===== src/rtl/esb_pair_pages.sv =====
module esb_pair_pages #(
  parameter int NUM_Q      = 16,
  parameter int PAGE_SHIFT = 12,
  localparam int QW = (NUM_Q > 1) ? $clog2(NUM_Q) : 1,
  localparam int AW = PAGE_SHIFT + 1 + QW
) (
  input  logic          clk,
  input  logic          rst_n,
  input  logic          req_valid,
  input  logic          req_write,
  input  logic [AW-1:0] req_addr,
  input  logic [NUM_Q-1:0] q_valid,
  output logic          rsp_valid,
  output logic [63:0]   rsp_data,
  output logic          note_valid,
  output logic [QW-1:0] note_idx,
  output logic          note_esc
);

  logic [1:0] pq_n [NUM_Q];
  logic [1:0] pq_e [NUM_Q];

  wire [QW-1:0] idx = req_addr[AW-1 -: QW];
  wire          esc = req_addr[PAGE_SHIFT];
  wire [11:0]   off = req_addr[11:0];
  wire          in_range = int'(idx) < NUM_Q;
  wire          live = req_valid && in_range && q_valid[idx];
  wire [1:0]    old = esc ? pq_e[idx] : pq_n[idx];

  logic [1:0]  nxt;
  logic        fire;
  logic [63:0] ldat;

  function automatic logic [2:0] trig(input logic [1:0] s);
    case (s)
      2'b00:   return 3'b110;
      2'b10,
      2'b11:   return 3'b011;
      default: return {1'b0, s};
    endcase
  endfunction

  function automatic logic [2:0] eoi(input logic [1:0] s);
    case (s)
      2'b10:   return 3'b000;
      2'b11:   return 3'b110;
      default: return {1'b0, s};
    endcase
  endfunction

  always_comb begin
    nxt  = old;
    fire = 1'b0;
    ldat = {62'b0, old};
    if (req_write) begin
      case (off[11:10])
        2'b00:   {fire, nxt} = trig(old);
        2'b01:   {fire, nxt} = eoi(old);
        2'b10:   fire = !esc;
        default: ;
      endcase
    end else if (!off[11]) begin
      nxt  = eoi(old)[1:0];
      ldat = {63'b0, eoi(old)[2]};
    end else if (off[10]) begin
      nxt = off[9:8];
    end
  end

  always_ff @(posedge clk) begin
    if (!rst_n) begin
      for (int i = 0; i < NUM_Q; i++) begin
        pq_n[i] <= 2'b00;
        pq_e[i] <= 2'b00;
      end
    end else if (live && nxt != old) begin
      if (esc) pq_e[idx] <= nxt;
      else     pq_n[idx] <= nxt;
    end
  end

  always_ff @(posedge clk) begin
    if (!rst_n) begin
      rsp_valid  <= 1'b0;
      rsp_data   <= '0;
      note_valid <= 1'b0;
      note_idx   <= '0;
      note_esc   <= 1'b0;
    end else begin
      rsp_valid  <= req_valid && !req_write;
      rsp_data   <= live ? ldat : '1;
      note_valid <= live && req_write && fire;
      note_idx   <= idx;
      note_esc   <= esc;
    end
  end

endmodule



===== config.mk =====
export PLATFORM = sky130hd
export DESIGN_NAME = esb_pair_pages
export DESIGN_NICKNAME = d
export VERILOG_FILES = /design/src/rtl/esb_pair_pages.sv
export SDC_FILE = /design/constraint.sdc
export NUM_CORES = 1
export LEC_CHECK = 0
export BUFFER_PORTS_ARGS = -buffer_cell sky130_fd_sc_hd__buf_2
export CAP_MARGIN = 10
export CORE_ASPECT_RATIO = 0.9
export CORE_MARGIN = 3
export CORE_UTILIZATION = 60
export CTS_CLUSTER_DIAMETER = 120
export DETAILED_ROUTE_END_ITERATION = 16
export GPL_TIMING_DRIVEN = 1
export PLACE_DENSITY = 0.88
export SLEW_MARGIN = 40
export SYNTH_ARGS = -nofsm -noshare
export SYNTH_HDL_FRONTEND = slang
export SYNTH_SLANG_ARGS = --single-unit

===== constraint.sdc =====
create_clock -name clk -period 5.68 [get_ports clk]
set_clock_uncertainty 0.1 [all_clocks]
set_input_delay 0.568 -clock clk [delete_from_list [all_inputs] [get_ports clk]]
set_output_delay 0.568 -clock clk [all_outputs]
set_load 0.01 [all_outputs]

==> flow_summary.toml, run 1 <==
[status]
outcome = "finished clean"

[synthesis]
synth_nets = 521
synth_edf_count = 64
ys_seq_area_share_pct = 42.0
synth_ff_type = "edfxtp_1"
yosysTopAreaCellShare_pct = 38.1
synth.avg_cell_area_um2 = 10.4
yosysTopAreaCell = "edfxtp_1"
syn_area_um2 = 5050
synth_cell_types = 43
yosys-top-cells-area = "edfxtp_1 38%, buf_4 9.8%, nor3_2 5.9%, mux2i_1 5.2%, o41ai_2 4.8%"
synth-warning-count = 0
ys_seq_elements = 74
async_flop_share_pct = 0
syn-instance-count = 484

[pwr]
power_leakage_nw = 1.94
cell_internal_pwr_w = 0.000955
clock_power_share_pct = 32.5
switching_power_w = 0.000427
powerDensity_nw_per_um2 = 265
vdd_drop_max_v = 0.000137
finalPower_w = 0.00138
switching_share_pct = 30.9
seqPwrFrac_pct = 45.0
power_frac_comb_pct = 22.5

[floorplan]
start_util_pct = 62.3
die_h_um = 93.0
io_pins = 108
dieArea_um2 = 9560
fp.dieW_um = 103
rows = 31
coreArea_um2 = 8110

[layout]
finalNonFillerCells = 589
final_cell_mix = "96 x buf_2, 64 x edfxtp_1, 58 x nand2_1"
drive_gt1_share_pct = 37.3
area_growth_pct = 3.37
nNetsFinal = 522
layout_commonest_cell = "buf_2"
insertedDiodeCount = 0

[global_route]
track_usage_pct = 25.2
grt_pass1_vias = 3602
grt-ovfl-total = 0
antenna_found_initial = 0
grt_pass1_wl_um = 18500
grt_start_max_net_pins = 63

[worst_setup_path]
critPathMaxFanout = 43
r2r_end = "pq_n[10][1]"
worstPathCellList = "buf_2 > nor2b_4 > a22oi_1 > a32o_1 > nor3_1 > a32oi_1 > o211a_4 > buf_12 > o41ai_1"
worstSetupEndpointType = "flip-flop"
reg2reg_from = "pq_e[10][1]"
arrival_ps = 3990
start_kind = "input pin"
slowest_stage = "o41ai_1"
crit_type = "in2reg"
worstPathRequired_ps = 5570
r2r_slack_ps = 2220
cpPeakStageDelay_ps = 660
rr_worst_depth = 8

[worst_hold_path]
min_delay_worst_endpoint = "rsp_valid"
hold_class = "in2reg"
holdCritStartpoint = "req_valid"
worstHoldPathCells = 3

[place]
gp_congestion = 0.840
hpwl_um = 7690
dp.cells = 573
preCtsSetupSlack_ps = 1150
port_buffers = 99

[clock_network]
clk_path_buf_depth = 2
path_clk_slew_ps = 80
cts_root_buf = "clkbuf_8"
cts.sinks = 74
cts_tree = "done"
ctsHoldBuffers = 0
clk_latency_ps = 360
tritoncts.num_buffers = 9
cts_max_level = 3
cts-resized-gates = 0
cts_setup_buffers = 0

[sta]
maxSlewViolCount = 0
slew_headroom_pct = 47.2
worst_slew_pin_slew_ps = 791
rsz0062_at_grt = "false"
period_needed_ps = 4090
hold_ws_ps = 371
timing.fmax_mhz = 244
setup_viol = 0
postLayoutSetupSlackWorst_ps = 1590
period_share_pct = 72.1
final.setup.tns_ps = 0
hold_violations = 0

[run]
maxCapViolCount = 0

[routing]
dr.pass1.iters = 6
vias = 3798
wl_per_cell_um = 20.4
drtIter0Drc = 429
wl_um = 12000
route.detailed.drc = 0
ant_nets = 0
vias_per_cell = 6.45
metrics by stage:
step                      util, %  instance area [um2]
after floorplan                 -                 5050
after global placement       61.1                 4950
after detailed placement     61.6                 4990
after CTS                    64.3                 5220
after global routing         64.4                 5220
final                        64.4                 5220
cell type report:
type,instances,area (um2)
Clock inverter,3,45.0
Multi-Input combinational cell,293,2190
Fill cell,605,2890
Inverter,4,15.0
Sequential cell,74,2120
Timing Repair Buffer,103,546
Clock buffer,13,179
Tap cell,99,124
cells in the mapped netlist (all sizes together), types with 5 or more instances:
cell type	n
a21oi	6
a22oi	10
and2	6
and3	8
buf	94
clkbuf	19
dfxtp	10
edfxtp	64
mux2i	26
mux4	7
nand2	58
nand2b	5
nand3	24
nor2	10
nor3	71
o31ai	16
o41ai	16
cell families (layout without fill, tap and decap cells):
| logic type | after synthesis | count (layout) | synth area share, % |
|---|---|---|---|
| compound gates | 62 | 62 | 11.7 |
| buf+inv | 117 | 123 | 15.3 |
| simple gates | 194 | 194 | 21.7 |
| flops | 74 | 74 | 42.0 |
| mux | 37 | 37 | 9.24 |
power by group through the flow:
stage	registers, W	clock network, W	logic (W)
after CTS	0.000622	0.000454	0.000306
after detailed placement	0.000635	0	0.000306
after global routing	0.000625	0.000477	0.000331
after floorplan	0.000635	0	0.000276
final	0.000622	0.000450	0.000311
after global placement	0.000633	0	0.000292
routing by layer:
layer	routed length, um	global-route usage [%]	vias to the layer above
li1	-	-	1718
met1	4570	33.9	1766
met2	5720	39.2	287
met3	1470	7.08	27
met4	231	7.98	0
met5	0	0	-
state kept, by name, summed over array words and instances (netlist names):
register and cells:
note_idx 4, rsp_data 3, note_esc 1, rsp_valid 1, pq_n 32, pq_e 32
note_valid 1
worst max-delay path by stage:
| stage | from | end | slack, ps | depth (start not counted) |
|---|---|---|---|---|
| 5_1_grt | req_addr[13] | pq_n[10][1] | 1340 | 9 |
| 4_1_cts | req_addr[14] | pq_n[10][1] | 1520 | 9 |
| 3_3_place_gp | req_addr[14] | pq_e[4][0] | 1130 | 9 |
| 6_report | req_addr[13] | pq_n[10][1] | 1590 | 9 |
| 2_1_floorplan | req_addr[15] | pq_n[10][0] | 2400 | 11 |
| 3_5_place_dp | req_addr[14] | pq_n[10][1] | 1150 | 9 |
worst max-delay path, delay by kind of cell:
kind,cells,cell delay (ps)
and+or+nand+nor,2,1010
AOI/OAI and AO/OA,5,1720
buffers and inverters,2,670
Note: power is estimated with default switching activity, not from simulation.
==> run 2: changes to the inputs <==
--- a/config.mk
+++ b/config.mk
@@ -9,11 +9,11 @@
 export CAP_MARGIN = 10
 export CORE_ASPECT_RATIO = 0.9
 export CORE_MARGIN = 3
-export CORE_UTILIZATION = 60
+export CORE_UTILIZATION = 56
 export CTS_CLUSTER_DIAMETER = 120
 export DETAILED_ROUTE_END_ITERATION = 16
 export GPL_TIMING_DRIVEN = 1
-export PLACE_DENSITY = 0.88
+export PLACE_DENSITY = 0.83
 export SLEW_MARGIN = 40
 export SYNTH_ARGS = -nofsm -noshare
 export SYNTH_HDL_FRONTEND = slang
==> constraint.sdc (replaced) <==
create_clock -name clk -period 3.8 [get_ports clk]
set_clock_uncertainty 0.1 [all_clocks]
set_input_delay 0.38 -clock clk [delete_from_list [all_inputs] [get_ports clk]]
set_output_delay 0.38 -clock clk [all_outputs]
set_load 0.01 [all_outputs]
==> run 2 against run 1 <==
- via count rose by 1.8%
- non-clock buffer count grew 16
- critical path depth up 1
- design area increased by 1.9%
- wire length is 1.1% higher
- register-to-register slack got worse by 1500 ps
- clock power grew 20%
==> flow_summary.toml, run 2 (synthesized netlist as in run 1, its figures left out) <==
[layout]
largest_registers = "pq_e x32, pq_n x32, note_idx x4"
insertedDiodeCount = 0
finalNonFillerCells = 625
drive_gt1_share_pct = 38.5
nNetsFinal = 538
fillers = 683
area_growth_pct = 5.35
final_cell_mix = "99 x buf_2, 64 x edfxtp_1, 58 x nand2_1"
layout_commonest_cell = "buf_2"
seq_area_um2 = 2120
finish.utilization_pct = 61.2
multi_input_area_um2 = 2190

[global_route]
track_usage_pct = 24.0
grt_pass1_wl_um = 18600
grt-ovfl-total = 0
grt_start_max_net_pins = 63
antenna_found_initial = 0
grt_pass1_vias = 3507

[clock_network]
clk_latency_ps = 370
ctsHoldBuffers = 0
cts_root_buf = "clkbuf_8"
tritoncts.num_buffers = 9
clk_path_buf_depth = 2
cts_tree = "done"
cts.sinks = 74
cts_setup_buffers = 0
cts-resized-gates = 0
cts_max_level = 3
path_clk_slew_ps = 80

[worst_setup_path]
start_kind = "input pin"
worstPathRequired_ps = 3710
arrival_ps = 3260
crit_type = "in2reg"
critPathMaxFanout = 18
worstSetupEndpointType = "flip-flop"

[sta]
setup_viol = 0
worst_slew_pin_slew_ps = 733
period_share_pct = 88.0
slew_headroom_pct = 51.0
period_needed_ps = 3340
hold_ws_ps = 170
final.setup.tns_ps = 0
rsz0062_at_grt = "false"
maxSlewViolCount = 0
hold_violations = 0
timing.fmax_mhz = 299

[pwr]
powerDensity_nw_per_um2 = 368
vdd_drop_max_v = 0.000187
power_leakage_nw = 2.00

[floorplan]
die_h_um = 96.1
dieArea_um2 = 10200
rows = 32
start_util_pct = 58.1
io_pins = 108
coreArea_um2 = 8690
fp.dieW_um = 106

[status]
outcome = "finished clean"

[routing]
dr.pass1.iters = 5
vias_per_cell = 6.18
wl_um = 12100
ant_nets = 0
drtIter0Drc = 518
route.detailed.drc = 0
vias = 3865
wl_per_cell_um = 19.4

[worst_hold_path]
hold_class = "in2reg"

[place]
hpwl_um = 8630
gp_congestion = 0.975
dp.cells = 609
port_buffers = 99

[run]
maxCapViolCount = 0
## run 2: metal layers
layer	vias to the layer above	GRT usage, %	wire (um)
met5	-	0	0
met4	0	8.09	329
met3	41	6.91	1400
met2	288	40.2	5950
met1	1785	30.4	4440
li1	1751	-	-
## run 2: worst paths after layout
check / startpoint / endpoint / slack [ps] / cells past startpoint
worst max-delay path: req_addr[14] / pq_n[3][0] / 460 / 10
worst min register to register: pq_e[7][0] / rsp_data[0] / 1080 / 6
worst max register to register: pq_n[4][1] / pq_n[3][0] / 750 / 8
worst min-delay path: req_valid / rsp_valid / 170 / 3
## run 2: layout make-up
type                            count  share of cell area [%]
Clock buffer                       12                    2.73
Multi-Input combinational cell    293                    41.1
Clock inverter                      4                   0.353
Timing Repair Buffer              119                    12.8
Tap cell                          119                    2.80
Inverter                            4                   0.282
Sequential cell                    74                    39.9
## run 2: through the flow
step                setup slack (ps)  cell area [um2]  total power, W
CTS                              567             5320         0.00196
global route                     399             5320         0.00204
detailed placement               185             5160         0.00143
floorplan                        710             5050         0.00136
global placement                 220             5140         0.00142
finish                           457             5320         0.00196
## run 2: where the power goes
part           switching, W  internal (W)
Combinational      0.000325      0.000164
Sequential        0.0000194      0.000911
Clock              0.000289      0.000250
Total              0.000634       0.00132
## run 2: worst max-delay path, cell delays in order
cell     delay, ps
buf_2          270
buf_4          270
nor2b_4        230
a22oi_1        100
a32o_1         310
or3_1          470
mux2i_1        160
o211a_4        330
buf_12         190
o41ai_2        530
==> run 3: changes to the inputs <==
--- a/config.mk
+++ b/config.mk
@@ -10,6 +10,7 @@
 export CORE_ASPECT_RATIO = 0.9
 export CORE_MARGIN = 3
 export CORE_UTILIZATION = 56
+export CTS_BUF_LIST = sky130_fd_sc_hd__clkbuf_16
 export CTS_CLUSTER_DIAMETER = 120
 export DETAILED_ROUTE_END_ITERATION = 16
 export GPL_TIMING_DRIVEN = 1
==> run 3 against run 2 <==
- combinational power is essentially flat
- design area grew 1.7%
- via count grew 0.36%
- wire length grew 1.8%
- critical path depth is the same
- clock power grew 40%
- sequential share of layout area shrank 0.67 points
- first-iteration DRC count grew 11%
==> flow_summary.toml, run 3 (synthesized netlist as in run 1, its figures left out) <==
[layout]
final_cell_mix = "99 x buf_2, 64 x edfxtp_1, 58 x nand2_1"
layout_commonest_cell = "buf_2"
finish.utilization_pct = 62.3
insertedDiodeCount = 0
drive_gt1_share_pct = 38.3
final_area_um2 = 5410
nNetsFinal = 538
area_growth_pct = 7.16
largest_registers = "pq_e x32, pq_n x32, note_idx x4"

[clock_network]
cts_root_buf = "clkbuf_16"
cts.sinks = 74
cts-resized-gates = 0
clk_latency_ps = 350
cts_setup_buffers = 0
ctsHoldBuffers = 0
path_clk_slew_ps = 60
clk_path_buf_depth = 2
cts_max_level = 3
tritoncts.num_buffers = 9
cts_tree = "done"

[floorplan]
die_h_um = 96.1
dieArea_um2 = 10200
rows = 32
fp.dieW_um = 106
coreArea_um2 = 8690
start_util_pct = 58.1
io_pins = 108

[sta]
hold_ws_ps = 192
final.setup.tns_ps = 0
slew_headroom_pct = 51.4
setup_viol = 0
period_needed_ps = 3340
hold_violations = 0
period_share_pct = 87.8
worst_slew_pin_slew_ps = 727
timing.fmax_mhz = 300
rsz0062_at_grt = "false"
maxSlewViolCount = 0

[worst_hold_path]
hold_class = "in2reg"
holdCritStartpoint = "req_valid"
min_delay_worst_endpoint = "rsp_valid"
worstHoldPathCells = 3

[routing]
vias_per_cell = 6.21
highest_layer = "met4"
wl_per_cell_um = 19.7
dr.pass1.iters = 6
met2_length_um = 5970
vias = 3879
ant_nets = 0
wl_met3_um = 1310
wl_met1_um = 4680
drtIter0Drc = 575
wl_um = 12300
route.detailed.drc = 0

[worst_setup_path]
cpPeakStageDelay_ps = 500
r2r_end = "pq_n[3][0]"
rr_worst_depth = 8
worstSetupEndpointType = "flip-flop"
critical_path_buf_inv_count = 3
r2r_slack_ps = 740
arrival_ps = 3230
start_kind = "input pin"
slowest_stage = "o41ai_2"
worstPathCellList = "buf_2 > buf_4 > nor2b_4 > a22oi_1 > a32o_1 > or3_1 > mux2i_1 > o211a_4 > buf_12 > o41ai_2"
crit_type = "in2reg"
worstPathRequired_ps = 3700
critPathMaxFanout = 18
reg2reg_from = "pq_e[11][1]"
critPathTopFamily = "compound AO/OA/AOI/OAI gates"

[global_route]
grt-ovfl-total = 0
grt_pass1_wl_um = 18900
antenna_found_initial = 0
grt_pass1_vias = 3533
grt_start_max_net_pins = 63
track_usage_pct = 24.3

[place]
port_buffers = 99
hpwl_um = 8630
gp_congestion = 0.975
placed_area_um2 = 5160

[pwr]
finalPower_w = 0.00218
power_leakage_nw = 2.05
vdd_drop_max_v = 0.000272
powerDensity_nw_per_um2 = 403

[run]
maxCapViolCount = 0

[status]
outcome = "finished clean"
==> run 3: changes by cell type in the layout (fill, tap and decap cells not counted), sizes merged <==
cell and change:
clkinv +1, clkbuf -3, inv +2
==> run 3: worst max path at each step <==
| stage | from | end | slack, ps | cells after the start |
|---|---|---|---|---|
| floorplan | req_addr[15] | pq_n[10][0] | 710 | 11 |
| global placement | req_addr[14] | pq_n[6][1] | 220 | 9 |
| detailed placement | req_addr[14] | pq_n[3][1] | 180 | 10 |
| CTS | req_addr[14] | pq_n[3][1] | 540 | 10 |
| global route | req_addr[14] | pq_n[3][0] | 360 | 10 |
| finish | req_addr[14] | pq_n[3][0] | 460 | 10 |
==> run 3: tightest hold or removal path, cell delays in order <==
cell	delay (ps)
buf_2	130
nand2_1	60
nor2_1	30
==> run 3: where the power goes <==
group,switching [W],internal [W],total [W]
Clock,0.000326,0.000429,0.000755
Combinational,0.000328,0.000164,0.000492
Sequential,0.0000197,0.000912,0.000932
Total,0.000674,0.00151,0.00218
==> run 3: metal layers <==
metal / up-vias / GRT usage (%)
met1: 1809 / 31.2
met2: 267 / 40.9
met4: 0 / 6.90
met3: 49 / 6.84
met5: - / 0
li1: 1754 / -
==> run 3: final cells by class <==
| class | count | area [um2] |
|---|---|---|
| Inverter | 4 | 15.0 |
| Clock buffer | 9 | 225 |
| Sequential cell | 74 | 2120 |
| Multi-Input combinational cell | 293 | 2190 |
| Tap cell | 119 | 149 |
| Timing Repair Buffer | 119 | 683 |
| Clock inverter | 7 | 30.0 |
| Fill cell | 665 | 3280 |
==> run 3: stage by stage <==
| step | instances | setup slack (ps) |
|---|---|---|
| after floorplan | 484 | 710 |
| after global placement | 609 | 220 |
| after detailed placement | 609 | 185 |
| after CTS | 625 | 538 |
| after global routing | 625 | 362 |
| final | 625 | 465 |
